## config.mk

```make
export PLATFORM = sky130hd
export DESIGN_NAME = resp_stage_fifo
export DESIGN_NICKNAME = d
export VERILOG_FILES = /design/src/rtl/resp_stage_pkg.sv /design/src/rtl/resp_stage_buf.sv /design/src/rtl/resp_out_fifo.sv /design/src/rtl/resp_commit_ctrl.sv /design/src/rtl/resp_stage_fifo.sv
export SDC_FILE = /design/constraint.sdc
export NUM_CORES = 1
export LEC_CHECK = 0
export ABC_AREA = 1
export CELL_PAD_IN_SITES_DETAIL_PLACEMENT = 0
export CELL_PAD_IN_SITES_GLOBAL_PLACEMENT = 1
export CORE_MARGIN = 2
export CORE_UTILIZATION = 45
export CTS_BUF_LIST = sky130_fd_sc_hd__clkbuf_8
export DETAILED_ROUTE_END_ITERATION = 16
export DONT_BUFFER_PORTS = 1
export PLACE_DENSITY_LB_ADDON = 0.15
export SLEW_MARGIN = 30
export SYNTH_ARGS = -nofsm -noshare
export SYNTH_HDL_FRONTEND = slang
export SYNTH_HIERARCHICAL = 1
export SYNTH_SLANG_ARGS = --single-unit
```

## constraint.sdc

```tcl
create_clock -name clk -period 2.6 [get_ports clk]
set_clock_uncertainty 0.15 [all_clocks]
set_input_delay 0.26 -clock clk [delete_from_list [all_inputs] [get_ports clk]]
set_output_delay 0.26 -clock clk [all_outputs]
set_load 0.005 [all_outputs]
```

## src/rtl/resp_stage_pkg.sv

```systemverilog
package resp_stage_pkg;
  localparam int BYTE_W = 8;

  typedef enum logic [1:0] {
    ST_FILL = 2'd0,
    ST_WAIT = 2'd1,
    ST_COPY = 2'd2
  } stage_state_e;
endpackage

```

## src/rtl/resp_stage_buf.sv

```systemverilog
module resp_stage_buf
  import resp_stage_pkg::*;
#(
  parameter int DEPTH = 8,
  localparam int LW = $clog2(DEPTH + 1),
  localparam int IW = (DEPTH > 1) ? $clog2(DEPTH) : 1
) (
  input  logic              clk,
  input  logic              rst_n,
  input  logic              wr_en,
  input  logic [BYTE_W-1:0] wr_data,
  input  logic              clr,
  input  logic [LW-1:0]     rd_idx,
  output logic [BYTE_W-1:0] rd_data,
  output logic [LW-1:0]     len,
  output logic              full
);
  logic [BYTE_W-1:0] mem [DEPTH];

  assign full    = (len == LW'(DEPTH));
  assign rd_data = mem[rd_idx[IW-1:0]];

  always_ff @(posedge clk) begin
    if (!rst_n)     len <= '0;
    else if (clr)   len <= '0;
    else if (wr_en) len <= len + LW'(1);
  end

  always_ff @(posedge clk) begin
    if (wr_en && !full) mem[len[IW-1:0]] <= wr_data;
  end

  // a discard leaves the staging buffer empty
  p_clear_empties_r3: assert property (@(posedge clk) disable iff (!rst_n)
    clr |=> (len == '0));

  // no write lands in a full staging buffer
  p_no_stage_overrun_r8: assert property (@(posedge clk) disable iff (!rst_n)
    wr_en |-> !full);
endmodule

```

## src/rtl/resp_out_fifo.sv

```systemverilog
module resp_out_fifo
  import resp_stage_pkg::*;
#(
  parameter int DEPTH = 16,
  localparam int CW = $clog2(DEPTH + 1),
  localparam int PW = (DEPTH > 1) ? $clog2(DEPTH) : 1
) (
  input  logic              clk,
  input  logic              rst_n,
  input  logic              push,
  input  logic [BYTE_W-1:0] push_data,
  input  logic              push_last,
  input  logic              pop,
  output logic [BYTE_W-1:0] rd_data,
  output logic              rd_last,
  output logic [CW-1:0]     free
);
  logic [BYTE_W-1:0] mem  [DEPTH];
  logic              ends [DEPTH];
  logic [PW-1:0]     wr_ptr, rd_ptr;
  logic [CW-1:0]     count;

  assign free    = CW'(DEPTH) - count;
  assign rd_data = mem[rd_ptr];
  assign rd_last = ends[rd_ptr];

  always_ff @(posedge clk) begin
    if (!rst_n) begin
      wr_ptr <= '0;
      rd_ptr <= '0;
      count  <= '0;
    end else begin
      if (push) wr_ptr <= (wr_ptr == PW'(DEPTH - 1)) ? '0 : wr_ptr + PW'(1);
      if (pop)  rd_ptr <= (rd_ptr == PW'(DEPTH - 1)) ? '0 : rd_ptr + PW'(1);
      case ({push, pop})
        2'b10:   count <= count + CW'(1);
        2'b01:   count <= count - CW'(1);
        default: count <= count;
      endcase
    end
  end

  always_ff @(posedge clk) begin
    if (push) begin
      mem[wr_ptr]  <= push_data;
      ends[wr_ptr] <= push_last;
    end
  end

  // the output store never overflows
  p_no_overflow_r7: assert property (@(posedge clk) disable iff (!rst_n)
    push |-> (count < CW'(DEPTH)));

  // a pop is only offered from a non-empty store
  p_no_underflow_r6: assert property (@(posedge clk) disable iff (!rst_n)
    pop |-> (count != '0));
endmodule

```

## src/rtl/resp_commit_ctrl.sv

```systemverilog
module resp_commit_ctrl
  import resp_stage_pkg::*;
#(
  parameter int STG_DEPTH = 8,
  parameter int OUT_DEPTH = 16,
  localparam int SLW = $clog2(STG_DEPTH + 1),
  localparam int OCW = $clog2(OUT_DEPTH + 1)
) (
  input  logic           clk,
  input  logic           rst_n,
  input  logic           in_fire,
  input  logic           in_end,
  input  logic           in_err,
  input  logic [SLW-1:0] stg_len,
  input  logic [OCW-1:0] out_free,
  output logic           busy,
  output logic           stg_wr,
  output logic           stg_clr,
  output logic [SLW-1:0] rd_idx,
  output logic           push,
  output logic           push_last,
  output logic           done
);
  stage_state_e state;
  logic         copy_last;
  logic         room;

  assign room      = int'(out_free) >= int'(stg_len);
  assign copy_last = (rd_idx == stg_len - SLW'(1));
  assign busy      = (state != ST_FILL);

  always_comb begin
    stg_wr    = (state == ST_FILL) && in_fire && !in_err;
    push      = (state == ST_COPY);
    push_last = (state == ST_COPY) && copy_last;
    done      = (state == ST_COPY) && copy_last;
    stg_clr   = ((state == ST_FILL) && in_fire && in_err) || done;
  end

  always_ff @(posedge clk) begin
    if (!rst_n) begin
      state  <= ST_FILL;
      rd_idx <= '0;
    end else begin
      case (state)
        ST_FILL: if (in_fire && !in_err && in_end) state <= ST_WAIT;
        ST_WAIT: if (room) begin
          state  <= ST_COPY;
          rd_idx <= '0;
        end
        ST_COPY: begin
          rd_idx <= rd_idx + SLW'(1);
          if (copy_last) state <= ST_FILL;
        end
        default: state <= ST_FILL;
      endcase
    end
  end

  // the first copied byte only goes out when the whole response fits
  p_commit_fits_r7: assert property (@(posedge clk) disable iff (!rst_n)
    (push && rd_idx == '0) |-> (int'(out_free) >= int'(stg_len)));

  // no byte is taken while a commit is pending or running
  p_busy_holds_input_r7: assert property (@(posedge clk) disable iff (!rst_n)
    busy |-> !stg_wr);
endmodule

```

## src/rtl/resp_stage_fifo.sv

```systemverilog
module resp_stage_fifo
  import resp_stage_pkg::*;
#(
  parameter int STG_DEPTH = 8,
  parameter int OUT_DEPTH = 16
) (
  input  logic       clk,
  input  logic       rst_n,
  input  logic       in_valid,
  output logic       in_ready,
  input  logic [7:0] in_data,
  input  logic       in_last,
  input  logic       in_abort,
  input  logic       in_sync_err,
  output logic       out_valid,
  input  logic       out_ready,
  output logic [7:0] out_data,
  output logic       out_last,
  output logic       resp_avail
);
  localparam int SLW = $clog2(STG_DEPTH + 1);
  localparam int OCW = $clog2(OUT_DEPTH + 1);

  logic           in_err, in_fire, busy;
  logic           stg_wr, stg_clr, stg_full;
  logic [SLW-1:0] stg_len, rd_idx;
  logic [7:0]     stg_byte;
  logic           push, push_last, done, pop;
  logic [OCW-1:0] out_free;
  logic [OCW-1:0] resp_cnt;

  assign in_err     = in_abort | in_sync_err;
  assign in_ready   = !busy && (!stg_full || in_err);
  assign in_fire    = in_valid && in_ready;
  assign resp_avail = (resp_cnt != '0);
  assign out_valid  = resp_avail;
  assign pop        = out_valid && out_ready;

  resp_commit_ctrl #(.STG_DEPTH(STG_DEPTH), .OUT_DEPTH(OUT_DEPTH)) ctrl_i (
    .clk(clk), .rst_n(rst_n), .in_fire(in_fire), .in_end(in_last),
    .in_err(in_err), .stg_len(stg_len), .out_free(out_free), .busy(busy),
    .stg_wr(stg_wr), .stg_clr(stg_clr), .rd_idx(rd_idx), .push(push),
    .push_last(push_last), .done(done)
  );

  resp_stage_buf #(.DEPTH(STG_DEPTH)) stage_i (
    .clk(clk), .rst_n(rst_n), .wr_en(stg_wr), .wr_data(in_data),
    .clr(stg_clr), .rd_idx(rd_idx), .rd_data(stg_byte), .len(stg_len),
    .full(stg_full)
  );

  resp_out_fifo #(.DEPTH(OUT_DEPTH)) ofifo_i (
    .clk(clk), .rst_n(rst_n), .push(push), .push_data(stg_byte),
    .push_last(push_last), .pop(pop), .rd_data(out_data),
    .rd_last(out_last), .free(out_free)
  );

  always_ff @(posedge clk) begin
    if (!rst_n) resp_cnt <= '0;
    else begin
      case ({done, pop && out_last})
        2'b10:   resp_cnt <= resp_cnt + OCW'(1);
        2'b01:   resp_cnt <= resp_cnt - OCW'(1);
        default: resp_cnt <= resp_cnt;
      endcase
    end
  end

  // the flag is only up while the output store holds bytes
  p_avail_backed_r6: assert property (@(posedge clk) disable iff (!rst_n)
    resp_avail |-> (out_free < OCW'(OUT_DEPTH)));

  // a finished commit with no final pop raises the count by one
  p_count_up_r9: assert property (@(posedge clk) disable iff (!rst_n)
    (done && !(pop && out_last)) |=> (resp_cnt == $past(resp_cnt) + OCW'(1)));

  // a final pop and a finished commit on one edge cancel out
  p_count_even_r9: assert property (@(posedge clk) disable iff (!rst_n)
    (done && pop && out_last) |=> (resp_cnt == $past(resp_cnt)));

  // a discarded byte never adds a whole response
  p_err_no_commit_r4: assert property (@(posedge clk) disable iff (!rst_n)
    (in_fire && in_err) |=> (resp_cnt <= $past(resp_cnt)));

  // a withheld pop keeps the byte steady
  p_hold_r10: assert property (@(posedge clk) disable iff (!rst_n)
    (out_valid && !out_ready) |=> (out_valid && $stable(out_data) && $stable(out_last)));
endmodule

```

# Word level (Yosys, flattened, before mapping)
# Memory sizes are Yosys's and may differ from the RTL's. A register that Yosys moved wholly into a read port is not among the register bits.
# Index checks and enable logic that the tools add are counted.
[totals] ff_bits=28 mem_bits_rw=208 out_inout_bits=12 n_memories=3
[classes] add_sub_neg=10 magnitude_cmp=1 n_eq_ne=13 n_mux=20 n_bitwise=2 reduce_logical=25
[memory_table] name="ofifo_i.mem" words=16 width=8 read_ports=1 rd_clocked_by_memory_dff=1 wr=1 line="resp_out_fifo.sv:18" rtl="logic [BYTE_W-1:0] mem [DEPTH];"
[memory_table] name="stage_i.mem" words=8 width=8 read_ports=1 rd_clocked_by_memory_dff=1 wr=1 line="resp_stage_buf.sv:18" rtl="logic [BYTE_W-1:0] mem [DEPTH];"
[memory_table] name="ofifo_i.ends" words=16 width=1 read_ports=1 rd_clocked_by_memory_dff=1 wr=1 line="resp_out_fifo.sv:19" rtl="logic ends [DEPTH];"
[op_table] op="4-bit two-way mux" n=7
[op_table] op="5-bit one-hot mux with 2 select lines" n=2
[op_table] op="4-bit by 1-bit adder with 4-bit output (second input constant)" n=4
[op_table] op="4-bit == test (second input constant)" n=3
[op_table] op="1-bit logical AND" n=11
[op_table] op="5-bit by 1-bit adder with 5-bit output (second input constant)" n=2
[op_table] op="5-bit by 1-bit subtractor with 5-bit output (second input constant)" n=2
[op_table] op="4-bit one-hot mux with 2 select lines" n=1
[op_table] op="2-bit nonzero test" n=4
[op_table] op="2-bit by 1-bit == test with 1-bit output (second input constant)" n=3
[op_table] op="2-bit == test (second input constant)" n=3
[op_table] op="2-bit two-way mux" n=3
[op_table] op="3-bit two-way mux" n=2
[op_table] op="2-bit one-hot mux with 3 select lines" n=1
[op_table] op="5-bit by 4-bit >= comparator with 1-bit output" n=1
[op_table] op="5-bit nonzero test" n=1
[op_table] op="5-bit subtractor (first input constant)" n=1
[op_table] op="4-bit == test" n=1
[op_table] op="1-bit two-way mux" n=4
[op_table] op="2-bit != test (second input constant)" n=2
[op_table] op="4-bit by 1-bit subtractor with 4-bit output (second input constant)" n=1
[op_table] op="1-bit logical NOT" n=3
[op_table] op="3-bit AND reduction" n=1
[op_table] op="2-bit logical NOT" n=1
[op_table] op="other kinds (6)" n=7

# Longest topological paths before layout
# Gate-level depths: netlist of run 1.
[logic_depth] word_depth=10 ltp_mapped=21 mapped_depth_nobuf=20

# By module
# The synthesis of run 1 kept the hierarchy.
[modules_own_cells] module="resp_out_fifo" n_inst=1 cells_per_inst=594 area_per_inst_um2=6917.9
[modules_own_cells] module="resp_stage_buf" n_inst=1 cells_per_inst=318 area_per_inst_um2=3070.4
[modules_own_cells] module="resp_commit_ctrl" n_inst=1 cells_per_inst=86 area_per_inst_um2=564.3
[modules_own_cells] module="resp_stage_fifo" n_inst=1 cells_per_inst=66 area_per_inst_um2=416.6

# Worst setup path before layout of run 1
# Ideal clock, no wire load.
[synth_timing] path_kind="flip-flop to flip-flop" start="register stage_i.len[0]" end="memory stage_i.mem[0][0] (enable)" setup_time_ns=0.383 t_arrival_ns=2.291 t_required_ns=2.067 path_slack_ns=-0.225 stages_incl_launch_ff=11 path_buffers=0 period_less_slack_ns=2.825 cell_sequence="dfxtp_1 -> inv_1 -> ha_1 -> nand3_1 -> inv_1 -> a31oi_1 -> and2_1 -> nand2_1 -> nor2_1 -> nand2_1 -> nor3_1"
[synth_between] elab_chain_len=10
[synth_rtl] element="from (decl)" line="resp_stage_buf.sv:15" rtl="output logic [LW-1:0] len,"
[synth_rtl] element="from (signal assigned)" line="resp_stage_buf.sv:26" rtl="else if (wr_en) len <= len + LW'(1);"
[synth_rtl] element="4-bit == test" line="resp_stage_buf.sv:20" rtl="assign full = (len == LW'(DEPTH));"
[synth_rtl] element="named net stg_full" line="resp_stage_fifo.sv:25" rtl="logic stg_wr, stg_clr, stg_full;"
[synth_rtl] element="1-bit logical NOT" line="resp_stage_fifo.sv:33" rtl="assign in_ready = !busy && (!stg_full || in_err);"
[synth_rtl] element="1-bit logical OR" line="resp_stage_fifo.sv:33"
[synth_rtl] element="1-bit logical AND" line="resp_stage_fifo.sv:33"
[synth_rtl] element="named net in_ready" line="resp_stage_fifo.sv:10" rtl="output logic in_ready,"
[synth_rtl] element="1-bit logical AND" line="resp_stage_fifo.sv:34" rtl="assign in_fire = in_valid && in_ready;"
[synth_rtl] element="named net in_fire" line="resp_stage_fifo.sv:24" rtl="logic in_err, in_fire, busy;"
[synth_rtl] element="1-bit logical AND (2 in series)" line="resp_commit_ctrl.sv:33" rtl="stg_wr = (state == ST_FILL) && in_fire && !in_err;"
[synth_rtl] element="named net stg_wr" line="resp_stage_fifo.sv:25"
[synth_rtl] element="1-bit logical AND" line="resp_stage_buf.sv:30" rtl="if (wr_en && !full) mem[len[IW-1:0]] <= wr_data;"
[synth_rtl] element="1-bit two-way mux" line="resp_stage_buf.sv:30"
[synth_rtl] element="1-bit two-way mux (implied by the code)" line="resp_stage_buf.sv:30"
[synth_rtl] element="to (decl)" line="resp_stage_buf.sv:18"
# The timed path passes the listed nets, and every way through them passes these cells.

==> impl_metrics.ini, run 1 <==
[floorplanning]
rows = 57
die_area_um2 = 25600
core_um2 = 24100
initial_core_util_pct = 45.5
dieHeight_um = 160
die_x_um = 160
io_pins = 27

[place]
gp_congestion = 0.799
pre_cts_slack_ps = 1.98
place_inst = 1397
io_buffers = 0
place_hpwl_um = 14300

[critical_path]
cp-start-kind = flip-flop
r2r-end = stage_i/mem[0][5]
rr_worst_depth = 12
path_class = reg -> out
r2r_slack_ps = 160
reg2reg_from = stage_i/len[0]
cp-end-kind = output pin
cp.arrival_ps = 2040
required_ps = 2190
crit_fanout = 64

[yosys]
syn-mean-instance-area_um2 = 10.3
synth_ff_type = edfxtp_1
synth_seq_cells = 240
synth-async-reset-ratio_pct = 0
netlist_top_cells_count = 217 x nand2_1, 208 x edfxtp_1, 197 x inv_1
synth_top_area_share_pct = 56.9
ys_seq_area_share_pct = 62.8
yosys.area.top_type = edfxtp_1
yosys_warnings = 6
syn_area_um2 = 11000
synth.most_common_cell = nand2_1
syn_nets = 1101
ys_top_cells_by_area = edfxtp_1 57%, nand2_1 7.4%, inv_1 6.7%, dfxtp_1 5.8%, nand3_1 5.1%
synth_edf_count = 208
synth_cells = 1064
synth_cell_type_count = 37

[global_route]
grt_pass1_vias = 6918
grt_max_degree = 65
grt_pass1_wl_um = 36600
antenna_found_initial = 0
grt.total_usage_pct = 18.2
grt-ovfl-total = 0

[run_status]
outcome = complete, no violations

[finish]
final_cells = 1480
final_nets = 1164
area_delta_synth_final_pct = 13.0
n_antenna_cell = 0
drive_above_1_share_pct = 12.9
n_fill_cell = 2233

[sta]
rsz0062_at_grt = yes
tightest_slew_ps = 718
setup_slack_ps = 149
finalCritPeriodShare_pct = 94.3
fin_crit_ps = 2450
slew_headroom_pct = 52.0
hold_violations = 0
max_freq_mhz = 408
setup_viol = 0
drv_slew = 0

[routing]
drc = 0
wl_per_cell_um = 15.4
antenna_left = 0
routed_wirelength_um = 22800
first_pass_iters = 5
first_iter_violations = 445
vias = 7087
avgViaCountPerCell = 4.79

[cts]
clock-sinks = 240
clk_pin_slew_ps = 60
clk_latency_ps = 530
cts_tree = built
post_cts_buffers = 0
htree_levels = 2
cts_buffer_depth = 3
numCtsBuffers = 40
clockRootBuffer = clkbuf_8

[min_path]
min-delay-start = in_sync_err
min_path_cells = 7
hold_class = in -> reg
min_to = stage_i/len[3]

[pwr]
p_per_area_nw_per_um2 = 811
total_power_uw = 10100
peakVddDrop_uv = 438
power.leakage_uw = 0.00501

[flow_run]
maxCapViolCount = 0
## registers in the layout (all words and copies together) (netlist names), named ones only
name            cells
ofifo_i/rd_ptr      4
ofifo_i/count       5
ofifo_i/wr_ptr      4
ofifo_i/mem       128
ofifo_i/ends       16
ctrl_i/state        2
resp_cnt            5
stage_i/mem        64
stage_i/len         4
ctrl_i/rd_idx       4
## repair_timing
item / CTS / global route
gates resized for setup: 4 / 21
hold buffers: 12 / 0
setup endpoints to repair: 8 / 69
hold endpoints to repair: 96 / 0
pin swaps: 0 / 2
## routing by layer
| layer | up-vias | GRT usage (%) | share of wire [%] |
|---|---|---|---|
| li1 | 3656 | - | - |
| met1 | 3274 | 24.4 | 47 |
| met2 | 121 | 30.7 | 48 |
| met3 | 36 | 3.19 | 3.7 |
| met4 | 0 | 5.08 | 1.7 |
| met5 | - | 0 | 0 |
## worst max-delay path, cell delays in order (launching register included)
cell      delay, ps
dfxtp_4         460
clkbuf_8        430
a21oi_1         120
o21ai_0         120
nand3_1         150
nand3_1         130
nand2_1          80
## logic make-up (layout without fill, tap and decap cells)
group,Yosys count,count (layout),synth area share (%)
adders and majority gates,22,22,2.58
DFF,240,240,62.8
xor gates and xnor gates,11,11,0.878
and+or+nand+nor,392,392,15.2
buffers and inverters,247,339,9.89
AOI/OAI and AO/OA,152,152,8.65
## area by class of cell
class,instances,area (um2),area share [%]
Timing Repair Buffer,64,536,4.32
Inverter,204,768,6.20
Clock buffer,42,578,4.66
Multi-Input combinational cell,577,3070,24.8
Sequential cell,240,6890,55.6
Clock inverter,29,150,1.21
Tap cell,324,405,3.27
## per-stage QoR
| step | hold slack, ps | util, % | instance area, um2 | TNS (ps) |
|---|---|---|---|---|
| after floorplan | 209 | - | 11000 | -351 |
| after global placement | 209 | 47.6 | 11500 | 0 |
| after detailed placement | 209 | 47.6 | 11500 | 0 |
| after CTS | 119 | 51.1 | 12300 | 0 |
| after global routing | 213 | 51.4 | 12400 | -44.5 |
| final | 140 | 51.4 | 12400 | 0 |
## worst max path at each step
stage,slack [ps],cells after the start,start,to
detailed placement,2,15,stage_i/len[0],resp_cnt[3]
floorplan,-30,10,stage_i/len[0],stage_i/mem[0][0]
CTS,40,12,stage_i/len[0],stage_i/mem[0][5]
global placement,20,19,stage_i/len[0],resp_cnt[4]
finish,150,6,flip-flop,out_data[6]
global route,-30,15,stage_i/len[0],resp_cnt[3]
## power by group
part | leakage, uW | internal (uW) | total (uW) | switching (uW)
Combinational | 0.00242 | 808 | 2380 | 1570
Sequential | 0.00217 | 4520 | 4620 | 107
Clock | 0.000424 | 1600 | 3050 | 1450
## layout by cell type (no fill, tap or decap), drive strengths merged, types with 14 or more instances in the layout
cell,n
a21oi,60
buf,51
clkbuf,43
clkinv,14
dfxtp,32
edfxtp,208
ha,21
inv,216
nand2,218
nand3,112
nor2,44
o211ai,36
o21ai,54
(Power assumes the default switching activity.)
==> inputs of run 2 (changes only) <==
CORE_ASPECT_RATIO = 0.8   (was unset)
CTS_BUF_LIST = unset   (was sky130_fd_sc_hd__clkbuf_8)
==> run 2 against run 1 <==
Register-to-register slack about the same; total power increased by 5.6%; maximum frequency increased by 0.25%; setup slack improved by 6.0 ps; worst hold slack got worse by 130 ps; core utilization increased by 0.84 points; clock-buffer cell count decreased by 2; sequential share of layout area decreased by 0.89 points; wire length about the same; critical endpoint is now resp_cnt[2]; largest cell class unchanged.
==> impl_metrics.ini, run 2 (synthesis gave the netlist of run 1 again) <==
[critical_path]
path_class = reg -> reg
crit_family = adder cells
crit_chain = buf_4, a21oi_1, o21ai_0, nand3_1, nand3_2, nand2_2, inv_1, nor2_2, ha_4, inv_2, fa_2, buf_4, xnor2_1, o21ai_1, inv_1
worst_path_max_delay_cell = dfxtp_4
cp-start-kind = flip-flop
cp.arrival_ps = 2710
crit_fanout = 5
required_ps = 2860
path_buf_inv = 5
cp_slowest_stage_delay_ps = 360
cp-end-kind = flip-flop

[global_route]
grt-ovfl-total = 0
grt_pass1_wl_um = 35700
grt_pass1_vias = 6753
met1_usage_pct = 25.6
busiest_layer = met2
grt.total_usage_pct = 17.8
use_met2_pct = 28.6
antenna_found_initial = 0
grt.met3_usage_pct = 2.62
grt_max_degree = 113

[flow_run]
maxCapViolCount = 0

[pwr]
p_per_area_nw_per_um2 = 842
total_power_uw = 10600
power.leakage_uw = 0.00502
peakVddDrop_uv = 550

[finish]
multi_input_area_um2 = 3140
largest_reg_flops = 128
n_fill_cell = 2189
largestRegisters = ofifo_i/mem: 128 flops, stage_i/mem: 64 flops, ofifo_i/ends: 16 flops
final_common_cell = nand2_1
largest-register = ofifo_i/mem
seq_area_um2 = 6900
drive_above_1_share_pct = 13.3
finalInstanceArea_um2 = 12600
mostFrequentLayoutCells = 212 x nand2_1, 208 x edfxtp_1, 192 x inv_1, 109 x nand3_1, 57 x a21oi_1
final_nets = 1156
n_antenna_cell = 0
area_delta_synth_final_pct = 15.0

[min_path]
hold_class = in -> reg
min-delay-start = out_ready

[place]
place_hpwl_um = 14300
gp_congestion = 0.757
placed_area_um2 = 11500
io_buffers = 0

[routing]
drc = 0
antenna_left = 0
vias = 7110
routed_wirelength_um = 22800
first_pass_iters = 5
wl_per_cell_um = 15.7
avgViaCountPerCell = 4.88
first_iter_violations = 465

[sta]
setup_viol = 0
fin_crit_ps = 2440
rsz0062_at_grt = yes
drv_slew = 0
finalCritPeriodShare_pct = 94.0
hold_violations = 0
slew_headroom_pct = 60.7
max_freq_mhz = 409
tightest_slew_ps = 588

[cts]
cts_tree = built
htree_levels = 1
clk_latency_ps = 520
clock-sinks = 240
numCtsBuffers = 26
clk_pin_slew_ps = 60
cts_buffer_depth = 3
clockRootBuffer = clkbuf_16

[floorplanning]
rows = 51
dieHeight_um = 144
io_pins = 27
core_um2 = 24100
initial_core_util_pct = 45.5
die_x_um = 179
die_area_um2 = 25600

[run_status]
outcome = complete, no violations
## run 2: cell count changes in the layout (fill, tap and decap cells not counted), moves of 3 or more
cell       previous run  this run
clkbuf_8             43         2
clkbuf_16             0        27
inv_1               210       192
clkbuf_1              0        11
clkinv_2              6         0
buf_6                 3         8
inv_2                 5         9
buf_4                47        50
## run 2: area by class of cell
type	count	share of cell area, %
inverters	204	6.09
clock buffers	40	5.90
repair buffers	70	4.72
flip-flops and latches	240	54.7
multi-input cells	577	24.9
clock inverters	8	0.566
well taps	318	3.16
## run 2: timing repair
action | in CTS | in global routing
gates cloned | 0 | 1
setup endpoints to repair | 11 | 72
setup buffers | 0 | 7
hold buffers | 11 | 0
endpoints found under the hold margin | 96 | 0
gates resized for setup | 5 | 46
pin swaps | 0 | 12
## run 2: worst reg2reg max path: stages, from the launching register on
cell and delay [ps]:
dfxtp_4 360, buf_4 150, a21oi_1 160, o21ai_0 100
nand3_1 80, nand3_2 70, nand2_2 80, inv_1 50
nor2_2 120, ha_4 210, inv_2 60, fa_2 330
buf_4 140, xnor2_1 110, o21ai_1 120, inv_1 50
## run 2: metal layers
metal | wire length (um) | part of all wire [%]
met4 | 369 | 1.6
met1 | 11600 | 51
met2 | 10200 | 45
met3 | 710 | 3.1
met5 | 0 | 0
## run 2: final timing paths
check,end,slack (ps),cells past startpoint
hold reg to reg,resp_cnt[0],330,1
setup / recovery,resp_cnt[2],160,15
hold / removal,flip-flop,10,4
setup reg to reg,resp_cnt[2],160,15
## run 2: through the flow
| stage | setup WS (ps) | instances | util [%] | setup TNS (ps) | hold WS (ps) |
|---|---|---|---|---|---|
| 6_report | 155 | 1457 | 52.3 | 0 | 10.9 |
| 5_1_grt | -63.6 | 1457 | 52.3 | -139 | 23.8 |
| 3_5_place_dp | -52.5 | 1390 | 47.5 | -101 | 209 |
| 3_3_place_gp | -5.00 | 1390 | 47.5 | -5.00 | 209 |
| 2_1_floorplan | -32.1 | 1064 | - | -351 | 209 |
| 4_1_cts | 37.3 | 1449 | 51.4 | 0 | 14.4 |
## run 2: power by group
group	internal [uW]	total, uW	switching [uW]
clock	2070	3510	1440
combinational	885	2480	1600
sequential	4510	4620	109
total	7470	10600	3150
